===== config.mk =====
export PLATFORM = sky130hd
export DESIGN_NAME = hostbus_port
export DESIGN_NICKNAME = d
export VERILOG_FILES = /design/src/rtl/hbp_pkg.sv /design/src/rtl/hbp_sync.sv /design/src/rtl/hbp_decode.sv /design/src/rtl/hostbus_port.sv
export SDC_FILE = /design/constraint.sdc
export NUM_CORES = 1
export LEC_CHECK = 0
export ABC_AREA = 0
export CAP_MARGIN = 5
export CORE_ASPECT_RATIO = 1.2
export CORE_MARGIN = 5
export CORE_UTILIZATION = 48
export DETAILED_ROUTE_END_ITERATION = 10
export DONT_BUFFER_PORTS = 1
export GPL_ROUTABILITY_DRIVEN = 0
export HOLD_SLACK_MARGIN = 0.06
export SYNTH_ARGS = -nofsm -noshare
export SYNTH_HDL_FRONTEND = slang
export SYNTH_SLANG_ARGS = --single-unit
export TNS_END_PERCENT = 20

===== constraint.sdc =====
create_clock -name clk -period 3 [get_ports clk]
set_input_delay 0.15 -clock clk [delete_from_list [all_inputs] [get_ports clk]]
set_output_delay 0.15 -clock clk [all_outputs]
set_load 0.01 [all_outputs]

===== src/rtl/hbp_pkg.sv =====
package hbp_pkg;

    typedef struct packed {
        logic moto;     // strap: 1 = data strobe + direction timing
        logic cs_n;     // chip select, active low
        logic stb;      // address latch / address strobe
        logic rd_ds_n;  // read strobe or data strobe
        logic wr_rw;    // write strobe or direction level
    } ctl_t;

    localparam ctl_t CTL_IDLE = '{moto: 1'b0, cs_n: 1'b1, stb: 1'b0,
                                  rd_ds_n: 1'b1, wr_rw: 1'b1};

    typedef enum logic [1:0] {ACC_IDLE, ACC_READ, ACC_WRITE} acc_e;

    // Access type implied by the current pin levels.
    function automatic acc_e level_access(ctl_t c);
        acc_e a;
        a = ACC_IDLE;
        if (!c.cs_n) begin
            if (c.moto) begin
                if (!c.rd_ds_n) a = c.wr_rw ? ACC_READ : ACC_WRITE;
            end else begin
                if (!c.rd_ds_n)    a = ACC_READ;
                else if (!c.wr_rw) a = ACC_WRITE;
            end
        end
        return a;
    endfunction

    // Edge that completes a write cycle.
    function automatic logic write_commit(ctl_t prev, ctl_t cur);
        logic hit;
        if (cur.moto)
            hit = !prev.rd_ds_n && cur.rd_ds_n && !cur.wr_rw;
        else
            hit = !prev.wr_rw && cur.wr_rw;
        return hit && !cur.cs_n;
    endfunction

endpackage


===== src/rtl/hbp_sync.sv =====
module hbp_sync #(
    parameter int W = 1,
    parameter int STAGES = 2,
    parameter logic [W-1:0] RST_VAL = '0
) (
    input  logic         clk,
    input  logic         rst,
    input  logic [W-1:0] d,
    output logic [W-1:0] q
);
    logic [W-1:0] stage [STAGES];

    for (genvar g = 0; g < STAGES; g++) begin : g_stage
        if (g == 0) begin : g_first
            always_ff @(posedge clk) begin
                if (rst) stage[g] <= RST_VAL;
                else     stage[g] <= d;
            end
        end else begin : g_next
            always_ff @(posedge clk) begin
                if (rst) stage[g] <= RST_VAL;
                else     stage[g] <= stage[g-1];
            end
        end
    end

    assign q = stage[STAGES-1];
endmodule


===== src/rtl/hbp_decode.sv =====
module hbp_decode
    import hbp_pkg::*;
(
    input  logic clk,
    input  logic rst,
    input  ctl_t cur,
    output logic read_lvl,
    output logic commit,
    output logic stb_rise
);
    ctl_t prev;
    acc_e acc;

    always_ff @(posedge clk) begin
        if (rst) prev <= CTL_IDLE;
        else     prev <= cur;
    end

    always_comb begin
        acc      = level_access(cur);
        read_lvl = (acc == ACC_READ);
        commit   = write_commit(prev, cur);
        stb_rise = cur.stb && !prev.stb;
    end
endmodule


===== src/rtl/hostbus_port.sv =====
module hostbus_port
    import hbp_pkg::*;
#(
    parameter int DW = 8,
    parameter int SYNC_STAGES = 2
) (
    input  logic          clk,
    input  logic          rst,
    input  logic          bus_type_moto,
    input  logic          cs_n,
    input  logic          ale_as,
    input  logic          rd_ds_n,
    input  logic          wr_rw,
    input  logic [DW-1:0] ad_in,
    output logic [DW-1:0] ad_out,
    output logic          ad_oe,
    output logic [DW-1:0] reg_addr,
    output logic [DW-1:0] reg_wdata,
    output logic          reg_we,
    output logic          reg_re,
    input  logic [DW-1:0] reg_rdata
);
    localparam int CW = $bits(ctl_t);

    ctl_t          ctl_raw, ctl_s;
    logic [DW-1:0] ad_s;
    logic          read_lvl, commit, stb_rise;
    logic          rd_q;

    always_comb begin
        ctl_raw.moto    = bus_type_moto;
        ctl_raw.cs_n    = cs_n;
        ctl_raw.stb     = ale_as;
        ctl_raw.rd_ds_n = rd_ds_n;
        ctl_raw.wr_rw   = wr_rw;
    end

    hbp_sync #(.W(CW), .STAGES(SYNC_STAGES), .RST_VAL(CTL_IDLE)) u_sync_ctl (
        .clk(clk), .rst(rst), .d(ctl_raw), .q(ctl_s)
    );

    hbp_sync #(.W(DW), .STAGES(SYNC_STAGES), .RST_VAL('0)) u_sync_ad (
        .clk(clk), .rst(rst), .d(ad_in), .q(ad_s)
    );

    hbp_decode u_dec (
        .clk(clk), .rst(rst), .cur(ctl_s),
        .read_lvl(read_lvl), .commit(commit), .stb_rise(stb_rise)
    );

    always_ff @(posedge clk) begin
        if (rst) begin
            reg_addr  <= '0;
            reg_wdata <= '0;
            reg_we    <= 1'b0;
            rd_q      <= 1'b0;
        end else begin
            if (stb_rise) reg_addr <= ad_s;
            if (commit)   reg_wdata <= ad_s;
            reg_we <= commit;
            rd_q   <= read_lvl;
        end
    end

    assign ad_oe  = rd_q;
    assign reg_re = rd_q;
    assign ad_out = rd_q ? reg_rdata : '0;
endmodule


==> metrics, run 1 <==
top cells by area, synth dfxtp_1, mux2i_1, nor2b_1, nand2b_1, and2_1; Net Sw Frac 0.1797; DP HPWL 1.608 mm; fin. max-slew vios 0; Post-DRT Antenna Nets 0; power per cell area 623.8 nW/um^2; critical path capture point type register; setup repair bufs after CTS 0; Pleak 0.7211 nW; Slew @ Worst Pin 488.4 ps; H-tree levels 2; Congestion Overflow GR 0; synthesized flop and latch total 47; vias 875; min Tclk post-route 1406 ps; RSZ-0062 raised after global routing false; Worst-Skew Late Latency 350 ps; I/O Pins 50; vias in the first global route 798; clk sink count 47; Slew headroom 0.6744; FP Rows 22; setup_tns 0 ps; port buffer count 0; vias per cell 4.630; WP data required 3280 ps; Synth Warn # 0; cell count after synthesis 139; Distinct cells, synth 16; initial antenna violation count 0; area of the core 3110 sq um; placed cell count 167; Layout area overhead 16.73%; sequential share of the synthesized area 0.6021; wire per inst 12.22 um; MaxCap Viol Count 0; post-cts hold buffer count 14; critical path arrival 1690 ps; crit path max fanout 9; Root Buffer clkbuf_4; Die ar. 4501 sq um; Resize count post-CTS 0; metal2 WL 1.047 mm; Die Y 72.51 um; Post-Syn Nets 162; clk_skew 8.005 ps; wl on met1 918 um; Synth top area share 0.6021; Clock Tree Buf Depth 2; Clk pwr share 0.386; worst-case vdd ir drop 0.4467 mV; fmax 0.7111 GHz; outcome finished, final reports clean; 1st-pass router iterations 4; Global Route Usage Sum 0.1098; first-pass GRT wire length 3.532 mm; Tcrit/Tclk final 0.4687; Routed WL 2.309 mm; ratio of cells with drive above 1 in the final layout 0.09150; Psw 204.5 uW; Die W 62.09 um; average instance area after synthesis 11.24 sq um; Hold Fails Final Rpt 0; Combinational Power Share 0.043; Internal 933.4 uW; Seq pwr share 0.572; HP Class in2reg; initial core utilization 0.5024; WL met3 316 um; Final Net Count 175; top cell type by total area after synthesis dfxtp_1; initial DRC count 44; Num CTS Buffers 5; TritonCTS clock tree built; largest net degree at the start of global routing 55; diodes inserted 0; kind of critical path reg2reg; post-synthesis cell area 1563 sq um; CP startpoint kind register; final std cells w/o fill 189; top sig layer met4; CTS clock-pin slew for the worst setup and hold paths 120 ps; DRC violations left 0; final setup violation count 0; reg2reg setup slack 1590 ps
-- power groups by stage --
stage | sequential, mW | combinational, mW | clock, mW
floorplan | 0.662 | 0.0313 | 0
global placement | 0.664 | 0.0250 | 0
detailed placement | 0.665 | 0.0253 | 0
CTS | 0.651 | 0.0490 | 0.456
global route | 0.653 | 0.0538 | 0.486
finish | 0.651 | 0.0485 | 0.439
-- cells in the mapped netlist (all sizes together) --
| cell | instances |
|---|---|
| or3b | 1 |
| nor3 | 1 |
| nand4bb | 1 |
| or2 | 8 |
| a21oi | 1 |
| nor2 | 8 |
| and2b | 1 |
| buf | 2 |
| mux2i | 16 |
| clkbuf | 6 |
| and2 | 8 |
| nand2b | 17 |
| dfxtp | 47 |
| nor2b | 22 |
-- placed cells by master, fill, tap and decap left out --
master and n:
a21oi_4 1, or2_1 5, and2b_2 1, dlygate4sd3_1 13
nor2b_1 22, nor3_1 1, or3b_4 1, clkbuf_1 1
and2_1 8, or2_2 3, nor2_1 8, dfxtp_1 47
nand4bb_1 1, buf_12 1, mux2i_1 16, nand2b_1 17
bufinv_16 2, clkbuf_4 5
-- critical path: stages, from the launching register on --
cell and delay, ps:
dfxtp_1 360, or3b_4 400, a21oi_4 360, mux2i_1 230
-- through the flow --
stage	utilization	cell area, sq um	hold WS [ps]	total power, mW	worst slack, ps
final	0.5865	1824	86.52	1.138	1594
after global placement	0.5056	1573	225.8	0.6893	1663
after detailed placement	0.5056	1573	226.5	0.6903	1616
after CTS	0.5865	1824	68.98	1.156	1582
after global routing	0.5865	1824	65.20	1.193	1493
after floorplan	-	1563	247.1	0.6936	1719
-- flip-flops by register name (all words and copies together), names as in the netlist --
signal            count
reg_we                1
reg_wdata             8
u_sync_ctl.stage     10
ad_oe                 1
reg_addr              8
u_sync_ad.stage      16
u_dec.prev            3
-- worst paths after layout --
kind                     startpoint                endpoint  cells after the start
max reg2reg  u_sync_ctl.stage[1][0]            reg_wdata[2]                      3
min                             rst   u_sync_ad.stage[1][1]                      2
min reg2reg  u_sync_ctl.stage[0][1]  u_sync_ctl.stage[1][1]                      1
max          u_sync_ctl.stage[1][0]            reg_wdata[2]                      3
-- kinds of logic (layout without fill, tap and decap cells) --
logic type	after synthesis	in the layout	synth area share
AND/OR/NAND/NOR	67	67	0.2626
buffers and inverters	8	22	0.02242
AO/OA/AOI/OAI	1	1	0.01041
flip-flops	47	47	0.6021
multiplexers	16	16	0.1025
-- routing by layer --
layer	vias up	global-route usage
met3	4	0.07117
met5	-	0
met1	367	0.1154
li1	459	-
met2	45	0.1647
met4	0	0.05660
-- cell type report --
class | instances | area [sq um]
clock buffers | 6 | 41.29
clock inverters | 2 | 60.06
fillers | 275 | 1286
multi-input cells | 84 | 586.8
flip-flops and latches | 47 | 940.9
well taps | 36 | 45.04
repair buffers | 14 | 150.1
Power figures use the tool's default switching activity.
==> run 2, diff against run 1 <==
--- a/config.mk
+++ b/config.mk
@@ -5,7 +5,7 @@
 export SDC_FILE = /design/constraint.sdc
 export NUM_CORES = 1
 export LEC_CHECK = 0
-export ABC_AREA = 0
+export ABC_AREA = 1
 export CAP_MARGIN = 5
 export CORE_ASPECT_RATIO = 1.2
 export CORE_MARGIN = 5
@@ -14,6 +14,7 @@
 export DONT_BUFFER_PORTS = 1
 export GPL_ROUTABILITY_DRIVEN = 0
 export HOLD_SLACK_MARGIN = 0.06
+export PLACE_DENSITY = 0.65
 export SYNTH_ARGS = -nofsm -noshare
 export SYNTH_HDL_FRONTEND = slang
 export SYNTH_SLANG_ARGS = --single-unit
==> constraint.sdc (replaced) <==
create_clock -name clk -period 1.2 [get_ports clk]
set_input_delay 0.06 -clock clk [delete_from_list [all_inputs] [get_ports clk]]
set_output_delay 0.06 -clock clk [all_outputs]
set_load 0.01 [all_outputs]
==> run 2 against run 1 <==
Net effect: non-clock buffer count up 2; largest cell class unchanged; sequential cell count unchanged; design area up 5.0%; largest power group unchanged; highest routed layer unchanged; combinational power rose to 3.1 times the previous value; first-iteration DRC count up 100%.
==> metrics, run 2 <==
first-pass GRT wire length 4.719 mm (+34%); placed cell area 1632 sq um (+3.7%); Multi-input gate area 484.2 sq um (-17%); Finished Cell Area 1916 sq um (+5.0%); Synth async-reset ratio 0 (unchanged); post-layout util 0.5788 (-0.007656); Tcrit/Tclk final 0.8902 (+0.4214); power per cell area 1630 nW/um^2 (+160%); hold path start rst; outcome finished, final reports clean; setup_tns 0 ps (unchanged); clk sink count 47 (unchanged); initial antenna violation count 0 (unchanged); TritonCTS clock tree built; Compound-Gate Fraction of Synth Area 0.09146 (+0.08106); top post-synthesis cells by count dfxtp_1, inv_1, nor2_1; Synth Area in Adders 0 (unchanged); MaxCap Viol Count 0 (unchanged); post-synthesis xor/xnor area fraction 0 (unchanged); Die Y 74.06 um (+2.1%); Worst path max stage delay 370 ps (-30 ps); CP cell instances nand3b_1 > nand2_8 > nand3_1 > nand2_1 > nor2_1; initial DRC count 90 (+100%); critical path arrival 1270 ps (-420 ps); fin. max-slew vios 0 (unchanged); commonest non-fill, non-tap cells in the layout dfxtp_1, inv_1, nor2_1; min Tclk post-route 1068 ps (-338.0 ps); Num CTS Buffers 5 (unchanged); CP startpoint kind register; diodes inserted 0 (unchanged); Pleak 0.8882 nW (+23%); count leader, synth dfxtp_1; r2r startpoint u_sync_ctl.stage[1][0]; ratio of cells with drive above 1 in the final layout 0.1553 (+0.06384); mux cell area share after synthesis 0 (-0.1025); Slew headroom 0.4239 (-0.2505); WP data required 1400 ps (-1880 ps); critical path capture point type register; Synth Warn # 0 (unchanged); area of the core 3309 sq um (+6.4%); max reg flops 16 (unchanged); Congestion Overflow GR 0 (unchanged); wire per inst 11.25 um (-7.9%); FP Rows 23 (+4.5%); I/O Pins 50 (unchanged); Final Net Count 228 (+30%); vias per cell 4.531 (-2.1%); Hold Fails Final Rpt 0 (unchanged); port buffer count 0 (unchanged); H-tree levels 2 (unchanged); commonest non-fill, non-tap cell in the layout dfxtp_1; crit path max fanout 17 (+8); DRC violations left 0 (unchanged); HP Class in2reg; Die W 63.39 um (+2.1%); synthesized flop and latch total 47 (unchanged); top cell type by total area after synthesis dfxtp_1; sequential share of the synthesized area 0.5732 (-0.02891); Post-Syn Nets 214 (+32%); Global Route Usage Sum 0.1294 (+0.01961); Top FF cell, synth dfxtp_1; Biggest register u_sync_ad.stage; dpl ws 125.8 ps (-1490 ps); crit path buf inv count 0 (unchanged); initial core utilization 0.4960 (-0.006383); largest family of logic cells by synthesized area simple AND/OR/NAND/NOR gates; final setup violation count 0 (unchanged); Root Buffer clkbuf_8; cell count after synthesis 191 (+37%); Routed WL 2.734 mm (+18%); average instance area after synthesis 8.595 sq um (-24%); 1st-pass router iterations 4 (unchanged); kind of critical path reg2reg; RSZ-0062 raised after global routing false; post-route setup slack 131.8 ps (-1462 ps); FF+latch area 940.9 sq um (unchanged); Clock Tree Buf Depth 2 (unchanged); post-synthesis cell area 1642 sq um (+5.0%); Worst-Skew Late Latency 300 ps (-50 ps); vias 1101 (+26%); Distinct cells, synth 22 (+6); Post-DRT Antenna Nets 0 (unchanged); placed cell count 221 (+32%); CTS clock-pin slew for the worst setup and hold paths 80 ps (-40 ps); Post-synth EDFFs 0 (unchanged); clk_skew 7.535 ps (-0.4702 ps); Synth top area share 0.5732 (-0.02891); Synth Area in Simple Gates 0.1982 (-0.06444); DP HPWL 1.948 mm (+21%); vias in the first global route 1043 (+31%); delay-heaviest family, CP simple AND/OR/NAND/NOR gates; Die ar. 4694 sq um (+4.3%); critical path launch point u_sync_ctl.stage[1][0]; Slew @ Worst Pin 864.1 ps (+375.7 ps); hold_ws 140.9 ps (+54.34 ps); slowest library cell on the worst path dfxtp_1; largest net degree at the start of global routing 30 (-45%); final std cells w/o fill 243 (+29%); top cells by area, synth dfxtp_1, inv_1, nor2_1, a21oi_2, nand2_1; Layout area overhead 16.69% (about the same); Largest regs u_sync_ad.stage x16, u_sync_ctl.stage x10; overall power 3.122 mW (+170%); fmax 0.9362 GHz (+32%); Fillers 309 (+12%); worst-case vdd ir drop 1.292 mV (+190%)
-- run 2: cell types whose count changed in the layout (fill, tap and decap cells not counted), moves of 16 or more --
| cell | previous run | this run |
|---|---|---|
| nand2b_1 | 17 | 0 |
| nor2_1 | 8 | 29 |
| nor2b_1 | 22 | 0 |
| mux2i_1 | 16 | 0 |
| nand2_1 | 0 | 18 |
| inv_1 | 0 | 40 |
-- run 2: cells by family (layout without fill, tap and decap cells) --
logic type | count (synthesis) | count (layout)
and+or+nand+nor | 70 | 70
buffers and inverters | 50 | 65
DFF | 47 | 47
AOI/OAI and AO/OA | 24 | 24
-- run 2: where the power goes --
group	switching (mW)	internal [mW]
combinational	0.0825	0.0692
sequential	0.0311	1.62
clock	0.490	0.832
-- run 2: worst reg2reg max path, cell delays in order, from the launching register on --
cell	delay [ps]
dfxtp_1	370
nand3b_1	190
nand2_8	200
nand3_1	100
nand2_1	70
nor2_1	40
-- run 2: area by class of cell --
type,count,share of cell area
clock buffer,6,0.03788
multi-input combinational,94,0.2528
clock inverter,2,0.03135
sequential,47,0.4912
inverter,41,0.08034
tap,37,0.02417
timing repair buffer,16,0.08230
-- run 2: metal layers --
| layer | wire length [um] | global-route usage | up-vias |
|---|---|---|---|
| met5 | 0 | 0 | - |
| met4 | 55 | 0.09238 | 0 |
| met3 | 209 | 0.04683 | 5 |
| met2 | 1387 | 0.2235 | 34 |
| met1 | 1081 | 0.1292 | 475 |
| li1 | - | - | 587 |
-- run 2: repair_timing --
item | in CTS | in global routing
setup buffers | 0 | 0
endpoints found under the setup margin | 0 | 30
hold buffers | 14 | 0
resized for setup | 0 | 2
hold endpoints to repair | 29 | 0
-- run 2: final timing paths --
path                                  to  slack (ps)  depth (start not counted)
setup / recovery            reg_wdata[5]         130                          5
hold / removal             u_dec.prev[1]         140                          2
setup reg to reg            reg_wdata[5]         130                          5
hold reg to reg   u_sync_ctl.stage[1][1]         400                          1
